==> src/rtl/mbx_pkg.sv <==
package mbx_pkg;
  localparam int unsigned NDIR = 2;  // 0: host->ctrl, 1: ctrl->host
  localparam int unsigned NQ   = 2;
  localparam int unsigned REGW = 32;

  localparam int unsigned B_BELL = 31;
  localparam int unsigned B_EN   = 30;

  // Register offset of queue q in direction d.
  function automatic logic [7:0] queue_offset(input int d, input int q);
    return 8'((d * NQ + q) * 16);
  endfunction

  // Status register of direction d: ctrl->host at 0x40, host->ctrl at 0x44.
  function automatic logic [7:0] status_offset(input int d);
    return (d == 1) ? 8'h40 : 8'h44;
  endfunction

  // um: [3] q1 full, [2] q1 empty, [1] q2 full, [0] q2 empty
  function automatic logic [REGW-1:0] pack_status(input logic bell, input logic en,
                                                  input logic [NQ-1:0] full,
                                                  input logic [NQ-1:0] empty,
                                                  input logic [3:0] um);
    logic [REGW-1:0] w;
    w = '0;
    w[B_BELL] = bell;
    w[B_EN]   = en;
    w[27] = full[0];
    w[26] = empty[0];
    w[25] = full[1];
    w[24] = empty[1];
    w[23:20] = um;
    return w;
  endfunction

  function automatic logic flag_irq(input logic [NQ-1:0] full,
                                    input logic [NQ-1:0] empty,
                                    input logic [3:0] um);
    return (full[0] & um[3]) | (empty[0] & um[2]) |
           (full[1] & um[1]) | (empty[1] & um[0]);
  endfunction
endpackage

==> src/rtl/mbx_fifo.sv <==
module mbx_fifo #(
  parameter int unsigned DW    = 32,
  parameter int unsigned DEPTH = 8
) (
  input  logic          clk,
  input  logic          rst_n,
  input  logic          push,
  input  logic [DW-1:0] din,
  input  logic          pop,
  output logic [DW-1:0] dout,
  output logic          full,
  output logic          empty
);
  localparam int unsigned PW = (DEPTH > 1) ? $clog2(DEPTH) : 1;
  localparam int unsigned CW = $clog2(DEPTH + 1);
  localparam logic [PW-1:0] LAST = PW'(DEPTH - 1);

  logic [DW-1:0] mem [DEPTH];
  logic [PW-1:0] wr_ptr, rd_ptr;
  logic [CW-1:0] count;

  // named events for the assertions
  logic push_ok, pop_ok;

  assign full    = (count == CW'(DEPTH));
  assign empty   = (count == '0);
  assign push_ok = push & ~full;
  assign pop_ok  = pop & ~empty;
  assign dout    = mem[rd_ptr];

  function automatic logic [PW-1:0] bump(input logic [PW-1:0] p);
    return (p == LAST) ? '0 : p + 1'b1;
  endfunction

  always_ff @(posedge clk) begin
    if (push_ok) mem[wr_ptr] <= din;
  end

  always_ff @(posedge clk) begin
    if (!rst_n) begin
      wr_ptr <= '0;
      rd_ptr <= '0;
      count  <= '0;
    end else begin
      if (push_ok) wr_ptr <= bump(wr_ptr);
      if (pop_ok)  rd_ptr <= bump(rd_ptr);
      case ({push_ok, pop_ok})
        2'b10:   count <= count + 1'b1;
        2'b01:   count <= count - 1'b1;
        default: count <= count;
      endcase
    end
  end

  a_r3_no_overflow: assert property (@(posedge clk) disable iff (!rst_n)
    count <= CW'(DEPTH));
  a_r3_full_drop: assert property (@(posedge clk) disable iff (!rst_n)
    full && push && !pop |=> full && $stable(wr_ptr));
  a_r4_empty_pop: assert property (@(posedge clk) disable iff (!rst_n)
    empty && pop && !push |=> empty && $stable(rd_ptr));
  a_r12_both: assert property (@(posedge clk) disable iff (!rst_n)
    push_ok && pop_ok |=> $stable(count));
endmodule

==> src/rtl/mbx_status.sv <==
module mbx_status
  import mbx_pkg::*;
(
  input  logic          clk,
  input  logic          rst_n,
  input  logic          snd_we,
  input  logic [1:0]    snd_ctl,   // [1] bell, [0] enable
  input  logic [3:0]    snd_um,
  input  logic          rcv_we,
  input  logic [1:0]    rcv_ctl,
  input  logic [3:0]    rcv_um,
  input  logic [NQ-1:0] full,
  input  logic [NQ-1:0] empty,
  output logic [REGW-1:0] word,
  output logic          irq
);
  logic bell, en;
  logic [3:0] um;
  logic bell_set, bell_clr, en_set, en_clr;

  assign bell_set = snd_we & snd_ctl[1];
  assign bell_clr = rcv_we & rcv_ctl[1];
  assign en_set   = snd_we & snd_ctl[0];
  assign en_clr   = rcv_we & rcv_ctl[0];

  always_ff @(posedge clk) begin
    if (!rst_n) begin
      bell <= 1'b0;
      en   <= 1'b0;
      um   <= '0;
    end else begin
      if (bell_set)      bell <= 1'b1;
      else if (bell_clr) bell <= 1'b0;
      if (en_set)        en <= 1'b1;
      else if (en_clr)   en <= 1'b0;
      if (rcv_we)        um <= rcv_um;
      else if (snd_we)   um <= snd_um;
    end
  end

  assign word = pack_status(bell, en, full, empty, um);
  assign irq  = (bell & en) | flag_irq(full, empty, um);

  a_r6_ring: assert property (@(posedge clk) disable iff (!rst_n)
    bell_set |=> bell);
  a_r7_clear: assert property (@(posedge clk) disable iff (!rst_n)
    bell_clr && !bell_set |=> !bell);
  a_r7_hold: assert property (@(posedge clk) disable iff (!rst_n)
    !snd_we && !rcv_we |=> $stable(bell) && $stable(en) && $stable(um));
  a_r8_rcv_wins: assert property (@(posedge clk) disable iff (!rst_n)
    rcv_we |=> um == $past(rcv_um));
endmodule

==> src/rtl/duplex_mailbox.sv <==
module duplex_mailbox
  import mbx_pkg::*;
#(
  parameter int unsigned AW    = 8,
  parameter int unsigned DEPTH = 8
) (
  input  logic            clk,
  input  logic            rst_n,
  input  logic            h_sel,
  input  logic            h_wr,
  input  logic [AW-1:0]   h_addr,
  input  logic [REGW-1:0] h_wdata,
  output logic [REGW-1:0] h_rdata,
  output logic            h_irq,
  input  logic            c_sel,
  input  logic            c_wr,
  input  logic [AW-1:0]   c_addr,
  input  logic [REGW-1:0] c_wdata,
  output logic [REGW-1:0] c_rdata,
  output logic            c_irq
);
  // side 0 = host, side 1 = controller; direction d is sent by side d
  logic [1:0]      s_sel, s_wr;
  logic [AW-1:0]   s_addr [2];
  logic [REGW-1:0] s_wd   [2];
  logic [REGW-1:0] r_q    [2];

  assign s_sel = {c_sel, h_sel};
  assign s_wr  = {c_wr, h_wr};
  assign s_addr[0] = h_addr;
  assign s_addr[1] = c_addr;
  assign s_wd[0]   = h_wdata;
  assign s_wd[1]   = c_wdata;

  logic [REGW-1:0] q_dout  [NDIR][NQ];
  logic [NQ-1:0]   q_full  [NDIR];
  logic [NQ-1:0]   q_empty [NDIR];
  logic [NQ-1:0]   q_push  [NDIR];
  logic [NQ-1:0]   q_pop   [NDIR];
  logic [REGW-1:0] st_word [NDIR];
  logic [NDIR-1:0] st_irq;

  for (genvar d = 0; d < NDIR; d++) begin : g_dir
    for (genvar q = 0; q < NQ; q++) begin : g_q
      localparam logic [AW-1:0] OFF = AW'(queue_offset(d, q));
      assign q_push[d][q] = s_sel[d] & s_wr[d] & (s_addr[d] == OFF);
      assign q_pop[d][q]  = s_sel[1-d] & ~s_wr[1-d] & (s_addr[1-d] == OFF);

      mbx_fifo #(.DW(REGW), .DEPTH(DEPTH)) u_fifo (
        .clk   (clk),
        .rst_n (rst_n),
        .push  (q_push[d][q]),
        .din   (s_wd[d]),
        .pop   (q_pop[d][q]),
        .dout  (q_dout[d][q]),
        .full  (q_full[d][q]),
        .empty (q_empty[d][q])
      );

      a_r4_empty_reads_zero: assert property (@(posedge clk) disable iff (!rst_n)
        q_pop[d][q] && q_empty[d][q] |=> r_q[1-d] == '0);
    end

    localparam logic [AW-1:0] SOFF = AW'(status_offset(d));
    logic snd_we, rcv_we;
    assign snd_we = s_sel[d] & s_wr[d] & (s_addr[d] == SOFF);
    assign rcv_we = s_sel[1-d] & s_wr[1-d] & (s_addr[1-d] == SOFF);

    mbx_status u_stat (
      .clk     (clk),
      .rst_n   (rst_n),
      .snd_we  (snd_we),
      .snd_ctl (s_wd[d][B_BELL:B_EN]),
      .snd_um  (s_wd[d][23:20]),
      .rcv_we  (rcv_we),
      .rcv_ctl (s_wd[1-d][B_BELL:B_EN]),
      .rcv_um  (s_wd[1-d][23:20]),
      .full    (q_full[d]),
      .empty   (q_empty[d]),
      .word    (st_word[d]),
      .irq     (st_irq[d])
    );
  end

  for (genvar s = 0; s < 2; s++) begin : g_side
    logic [REGW-1:0] rd_val;
    always_comb begin
      rd_val = '0;
      for (int d = 0; d < NDIR; d++) begin
        for (int q = 0; q < NQ; q++) begin
          if (d != s && s_addr[s] == AW'(queue_offset(d, q)) && !q_empty[d][q])
            rd_val = q_dout[d][q];
        end
        if (s_addr[s] == AW'(status_offset(d)))
          rd_val = st_word[d];
      end
    end

    always_ff @(posedge clk) begin
      if (!rst_n)                     r_q[s] <= '0;
      else if (s_sel[s] && !s_wr[s])  r_q[s] <= rd_val;
    end

    a_r11_sender_read_zero: assert property (@(posedge clk) disable iff (!rst_n)
      s_sel[s] && !s_wr[s] && s_addr[s] == AW'(queue_offset(s, 0)) |=> r_q[s] == '0);
  end

  assign h_rdata = r_q[0];
  assign c_rdata = r_q[1];
  assign h_irq   = st_irq[1];
  assign c_irq   = st_irq[0];
endmodule

==> config.mk <==
export PLATFORM = sky130hd
export DESIGN_NAME = duplex_mailbox
export DESIGN_NICKNAME = d
export VERILOG_FILES = /design/src/rtl/mbx_pkg.sv /design/src/rtl/mbx_fifo.sv /design/src/rtl/mbx_status.sv /design/src/rtl/duplex_mailbox.sv
export SDC_FILE = /design/constraint.sdc
export NUM_CORES = 1
export LEC_CHECK = 0
export ABC_AREA = 0
export BUFFER_PORTS_ARGS = -buffer_cell sky130_fd_sc_hd__buf_4
export CAP_MARGIN = 20
export CORE_MARGIN = 1
export CORE_UTILIZATION = 30
export CTS_CLUSTER_DIAMETER = 50
export DETAILED_ROUTE_END_ITERATION = 8
export PLACE_DENSITY_LB_ADDON = 0.2
export SYNTH_ARGS = -nofsm -noshare
export SYNTH_HDL_FRONTEND = slang
export SYNTH_SLANG_ARGS = --single-unit
==> constraint.sdc <==
create_clock -name clk -period 7.3 [get_ports clk]
set_input_delay 0.73 -clock clk [delete_from_list [all_inputs] [get_ports clk]]
set_output_delay 0.73 -clock clk [all_outputs]
set_load 0.05 [all_outputs]
Word level (Yosys, flattened, before mapping)
Memories as Yosys holds them, arrays and structs flattened. A register that Yosys moved wholly into a read port is not among the register bits.
Index checks and enable logic that the tools add are counted.
{ "op_classes": {"reduce_logical": 28, "n_eq_ne": 30, "div": 0, "bitwise": 62, "n_mux": 57, "add_sub_neg": 16, "shift": 0, "order_cmp": 0, "n_mul": 0} }
{ "ops": {"columns": ["cell", "count"], "rows": [
  ["32-bit two-way mux", 10],
  ["3-bit two-way mux", 16],
  ["1-bit bitwise AND", 42],
  ["8-bit by 6-bit == test with 1-bit output, second input constant", 4],
  ["8-bit by 7-bit == test with 1-bit output, second input constant", 4],
  ["4-bit one-hot mux with 2 select lines", 4],
  ["3-bit by 1-bit adder with 3-bit output, second input constant", 8],
  ["3-bit == test, second input constant", 8],
  ["1-bit two-way mux", 23],
  ["2-bit nonzero test", 10],
  ["4-bit by 1-bit adder with 4-bit output, second input constant", 4],
  ["4-bit == test, second input constant", 4],
  ["8-bit by 5-bit == test with 1-bit output, second input constant", 2],
  ["4-bit zero test", 4],
  ["8-bit zero test", 2],
  ["4-bit two-way mux", 4],
  ["4-bit by 1-bit subtractor with 4-bit output, second input constant", 4],
  ["1-bit NOT", 10],
  ["1-bit bitwise OR", 10],
  ["2-bit by 1-bit == test with 1-bit output, second input constant", 4],
  ["2-bit == test, second input constant", 4],
  ["1-bit logical AND", 6],
  ["1-bit zero test", 6]
]} }
{ "totals": {"register_bits": 52, "rom_bits": 0, "in_bits": 86, "out_inout_bits": 66, "memories": 5, "word_cells": 216, "ramBits": 1088, "latch_bits": 0} }
{ "mem_list": {"columns": ["name", "depth", "width", "read_ports", "rd_clocked_by_memory_dff", "wr", "line_no", "text"], "rows": [
  ["g_dir[0].g_q[0].u_fifo.mem", 8, 32, 1, 1, 1, "mbx_fifo.sv:18", "logic [DW-1:0] mem [DEPTH];"],
  ["g_dir[0].g_q[1].u_fifo.mem", 8, 32, 1, 1, 1, "mbx_fifo.sv:18", null],
  ["g_dir[1].g_q[0].u_fifo.mem", 8, 32, 1, 1, 1, "mbx_fifo.sv:18", null],
  ["g_dir[1].g_q[1].u_fifo.mem", 8, 32, 1, 1, 1, "mbx_fifo.sv:18", null],
  ["r_q", 2, 32, 2, 0, 2, "duplex_mailbox.sv:26", "logic [REGW-1:0] r_q [2];"]
]} }

Logic depth before layout (Yosys ltp)
{ "logic_depth": {"ltp_word": 8, "ltp_mapped": 13, "ltp_nobuf": 11} }

Hierarchy
Synthesis repeated with hierarchy kept, for this count alone.
{ "hier_totals": {"cells_unflattened": 2397, "hier_area_um2": 47589.4} }
{ "modules_own_cells": {"columns": ["mod", "seq_area_each_um2", "cells_each", "instances", "area_each_um2"], "rows": [
  ["mbx_fifo", 7947.6, 450, 4, 10496.3],
  ["duplex_mailbox", 1921.8, 483, 1, 4578.1],
  ["mbx_status", 120.1, 57, 2, 513.0]
]} }

Least setup slack after synthesis
No wires, ideal clock.
{ "synth_path": {"path_kind": "input to register", "from": "input port c_addr[7]", "to": "memory g_dir[1].g_q[1].u_fifo.mem[4][0] (enable)", "path_stages": 5, "path_buffers": 0, "setup_time_ns": 0.513, "arrival_ns": 5.106, "slack_ns": 1.681, "required_ns": 6.787, "path_cell_list": "nor4_2 > and2_1 > and4_1 > inv_2 > nor4b_1"} }
{ "synth_via": {"elab_chain_len": 5} }
{ "synth_rtl": {"columns": ["element", "line_no", "text"], "rows": [
  ["from (decl)", "duplex_mailbox.sv:17", "input logic [AW-1:0] c_addr,"],
  ["8-bit by 6-bit == test with 1-bit output", null, null],
  ["1-bit bitwise AND", "duplex_mailbox.sv:46", "assign q_push[d][q] = s_sel[d] & s_wr[d] & (s_addr[d] == OFF);"],
  ["1-bit bitwise AND", "mbx_fifo.sv:27", "assign push_ok = push & ~full;"],
  ["1-bit two-way mux", "mbx_fifo.sv:36", "if (push_ok) mem[wr_ptr] <= din;"],
  ["1-bit two-way mux (implied by the code)", "mbx_fifo.sv:36", null],
  ["to (decl)", "mbx_fifo.sv:18", null]
]} }
No other way between the ends.

Worst setup path after layout
{ "layout_path": {"from": "input port c_addr[7]", "to": "memory g_dir[1].g_q[0].u_fifo.mem[0][26] (enable)"} }
{ "layout_via": {"elab_chain_len": 5} }
{ "layout_rtl": {"columns": ["element", "line_no"], "rows": [
  ["8-bit by 6-bit == test with 1-bit output", null],
  ["1-bit bitwise AND", "duplex_mailbox.sv:46"],
  ["1-bit bitwise AND", "mbx_fifo.sv:27"],
  ["1-bit two-way mux", "mbx_fifo.sv:36"],
  ["1-bit two-way mux (implied by the code)", "mbx_fifo.sv:36"],
  ["to (decl)", "mbx_fifo.sv:18"]
]} }
No other way between the ends.

==> impl_results.md <==
- Status: complete, no violations
- Hold-fix buffers at CTS: 0
- Hold Violations, Final: 0
- Worst-path fanout max: 22
- Min Tclk post-route: 3.59 ns
- Tot Pwr: 14.3 mW
- Clock Latency Late Sink: 0.77 ns
- Worst endpoint required time: 7.70 ns
- Detailed-route via count: 21,839
- Final instance area: 53,300 sq um
- Main synth FF type: edfxtp_1
- DRT antenna net count: 0
- Final nets: 2,501
- Max VDD drop: 0.000185 V
- Die Width: 389 microns
- Placer Congestion: 0.783
- Setup_tns: 0 ns
- Starting density of the core: 0.303
- Min-delay src: c_wdata[4]
- Height of the die: 389 microns
- Syn_area_per_cell: 20.9 sq um
- CP dominant cell by count: buf_4
- Number of synthesized flops with an enable pin: 1,088
- Leak pwr: 16.4 nW
- Pin count of the biggest net entering global routing: 65
- Reg area: 34,000 sq um
- Peak Freq: 279 MHz
- Full die area: 151,000 sq um
- DR iter-0 viols: 1,736
- Crit-path cells: buf_4, nor4_2, and2_1, nand4_2, nand2b_1, nor3_2, buf_4
- R2R Path Start: g_dir[1].g_q[0].u_fifo.count[1]$_SDFFE_PN0P_
- Area growth syn-to-layout: 18.9%
- Reg clk slew, reported paths: 0.05 ns
- Power Dens Cells: 269 nW/um^2
- Critical Path Source Type: primary input
- Vias in the first global route: 23,120
- # H-tree levels: 4
- Slowest stage cell, crit path: nor3_2
- DR pass1 iterations: 5
- Cell count after synthesis: 2,147
- Detail Placement HPWL: 63.7 mm
- Pins Over Slew Limit: 0
- Synth top area share: 0.729
- Post-CTS sizing: 0
- Postcts setup bufs: 0
- Worst path max stage delay: 0.85 ns
- Syn_nets: 2,261
- Synthesis-stage register bit count: 1,152
- Cell Area, Synth: 44,800 sq um
- Delay-heaviest family, CP: simple AND/OR/NAND/NOR gates
- CP startpoint: c_addr[7]
- Core Util, Final: 0.360
- Relative slew slack: 0.302
- Final Cycle Share: 0.491
- Most common cell after layout, fill and taps aside: edfxtp_1
- Initial antenna violation count: 8
- Remaining DRCs: 0
- Measured slew at the worst slew-check pin: 1.04 ns
- DP Area: 48,600 sq um
- Crit Path Category: primary input to flip-flop
- GRT Resource Usage Total: 0.145
- Yosys cell types: 56
- Vias per Instance: 4.93
- CTS buffer count: 141
- Setup violators final: 0
- Post-DR wirelength/cell: 24.6 microns
- Most frequent cells in the layout: 1,088 x edfxtp_1, 256 x mux4_2, 196 x buf_4
- CTS tree: built
- Num Clock Sinks: 1,152
- Max Cap Viol: 0
- Unrepaired setup endpoints after global routing: false
- Share of post-route cells with drive strength above 1: 0.299
- Clk_skew: 0.0483 ns
- # fillers: 13,561
- CP bufs+invs: 2
- I/O pin count: 152
- Arr. time, crit path: 3.99 ns
- I/O Buffers: 151
- Congestion Overflow GR: 0
- Async set-reset flop share out of synthesis: 0
- Min-Delay Path Class: primary input to flip-flop
- # rows: 141
- First-pass GRT wire length: 159 mm
- Area of the core: 148,000 sq um
- Max Root-Sink Buffers: 3
- Yosys top cell by area: edfxtp_1
- Sequential area share after synthesis: 0.758
- Final WL: 109 mm
- Top cells by area, synth: edfxtp_1 73%, mux4_2 13%, mux2i_1 2.9%, dfxtp_1 2.9%, ha_1 0.78%
- Worst Setup End Kind: flip-flop
- Yosys Warn Count: 0
- Multi-input gate area: 10,600 sq um
- Clk root buf: clkbuf_16
## stage by stage
| stage | setup slack (ns) | cells | hold slack, ns |
|---|---|---|---|
| floorplan | 1.68 | 2147 | 0.458 |
| global placement | 3.08 | 4165 | 0.475 |
| detailed placement | 2.96 | 4172 | 0.504 |
| CTS | 3.74 | 4429 | 0.206 |
| global route | 3.53 | 4431 | 0.232 |
| finish | 3.71 | 4433 | 0.258 |
## synth_stat cells (all sizes together), types with 10 or more instances
library cell  count
edfxtp         1088
or3              11
buf              57
mux4            256
nand2            42
a21boi           25
ha               28
o21ai            34
o22ai            23
nor2             59
o22a             24
nor2b            18
nor3             20
xor2             10
o221ai           13
inv              10
nand3            12
clkbuf           51
a21oi            29
mux2             23
dfxtp            64
mux2i           131
and2             32
## final timing paths
| path | endpoint | cells after the start | slack (ns) |
|---|---|---|---|
| worst max register to register | g_dir[1].g_q[0].u_fifo.mem[0][26]$_DFFE_PP_ | 7 | 3.86 |
| worst min register to register | flip-flop | 2 | 0.51 |
| worst max-delay path | g_dir[1].g_q[0].u_fifo.mem[0][26]$_DFFE_PP_ | 7 | 3.71 |
| worst min-delay path | g_dir[1].g_q[1].u_fifo.mem[0][4]$_DFFE_PP_ | 1 | 0.26 |
## cells by family after synthesis
logic type	Yosys count	synth area share
fa+ha+maj	28	0.00782
simple gates	253	0.0309
flops	1152	0.758
mux	410	0.164
xor+xnor	14	0.00274
compound gates	172	0.0260
buf+inv	118	0.0113
## layer usage
layer | vias to the layer above | wire length, microns | track usage
li1 | 9418 | - | -
met1 | 11675 | 47700 | 0.192
met2 | 582 | 52700 | 0.236
met3 | 150 | 6700 | 0.0374
met4 | 14 | 1680 | 0.0370
met5 | - | 95 | 0
## cell type report
type,instances,share of cell area
clock inverter,79,0.0155
multi-input combinational,877,0.198
sequential,1152,0.638
timing repair buffer,205,0.0311
inverter,10,0.000704
antenna,2,0.0000939
tap,1930,0.0453
clock buffer,178,0.0714
## state kept, by name, indices dropped and copies added, names as in the netlist, named ones only
signal and count:
g_dir.g_q.u_fifo.rd_ptr 12, g_dir.u_stat.bell 2, g_dir.g_q.u_fifo.count 16, g_dir.g_q.u_fifo.mem 1024
g_dir.g_q.u_fifo.wr_ptr 12, g_dir.u_stat.um 8, r_q 64, g_dir.u_stat.en 2
## power breakdown
part	leakage, nW	total, mW	switching, mW	internal, mW
Combinational	3.79	0.258	0.195	0.0629
Clock	2.24	6.82	2.79	4.04
Sequential	10.4	7.25	0.0116	7.24
Total	16.4	14.3	2.99	11.3
Note: power is estimated with default switching activity, not from simulation.
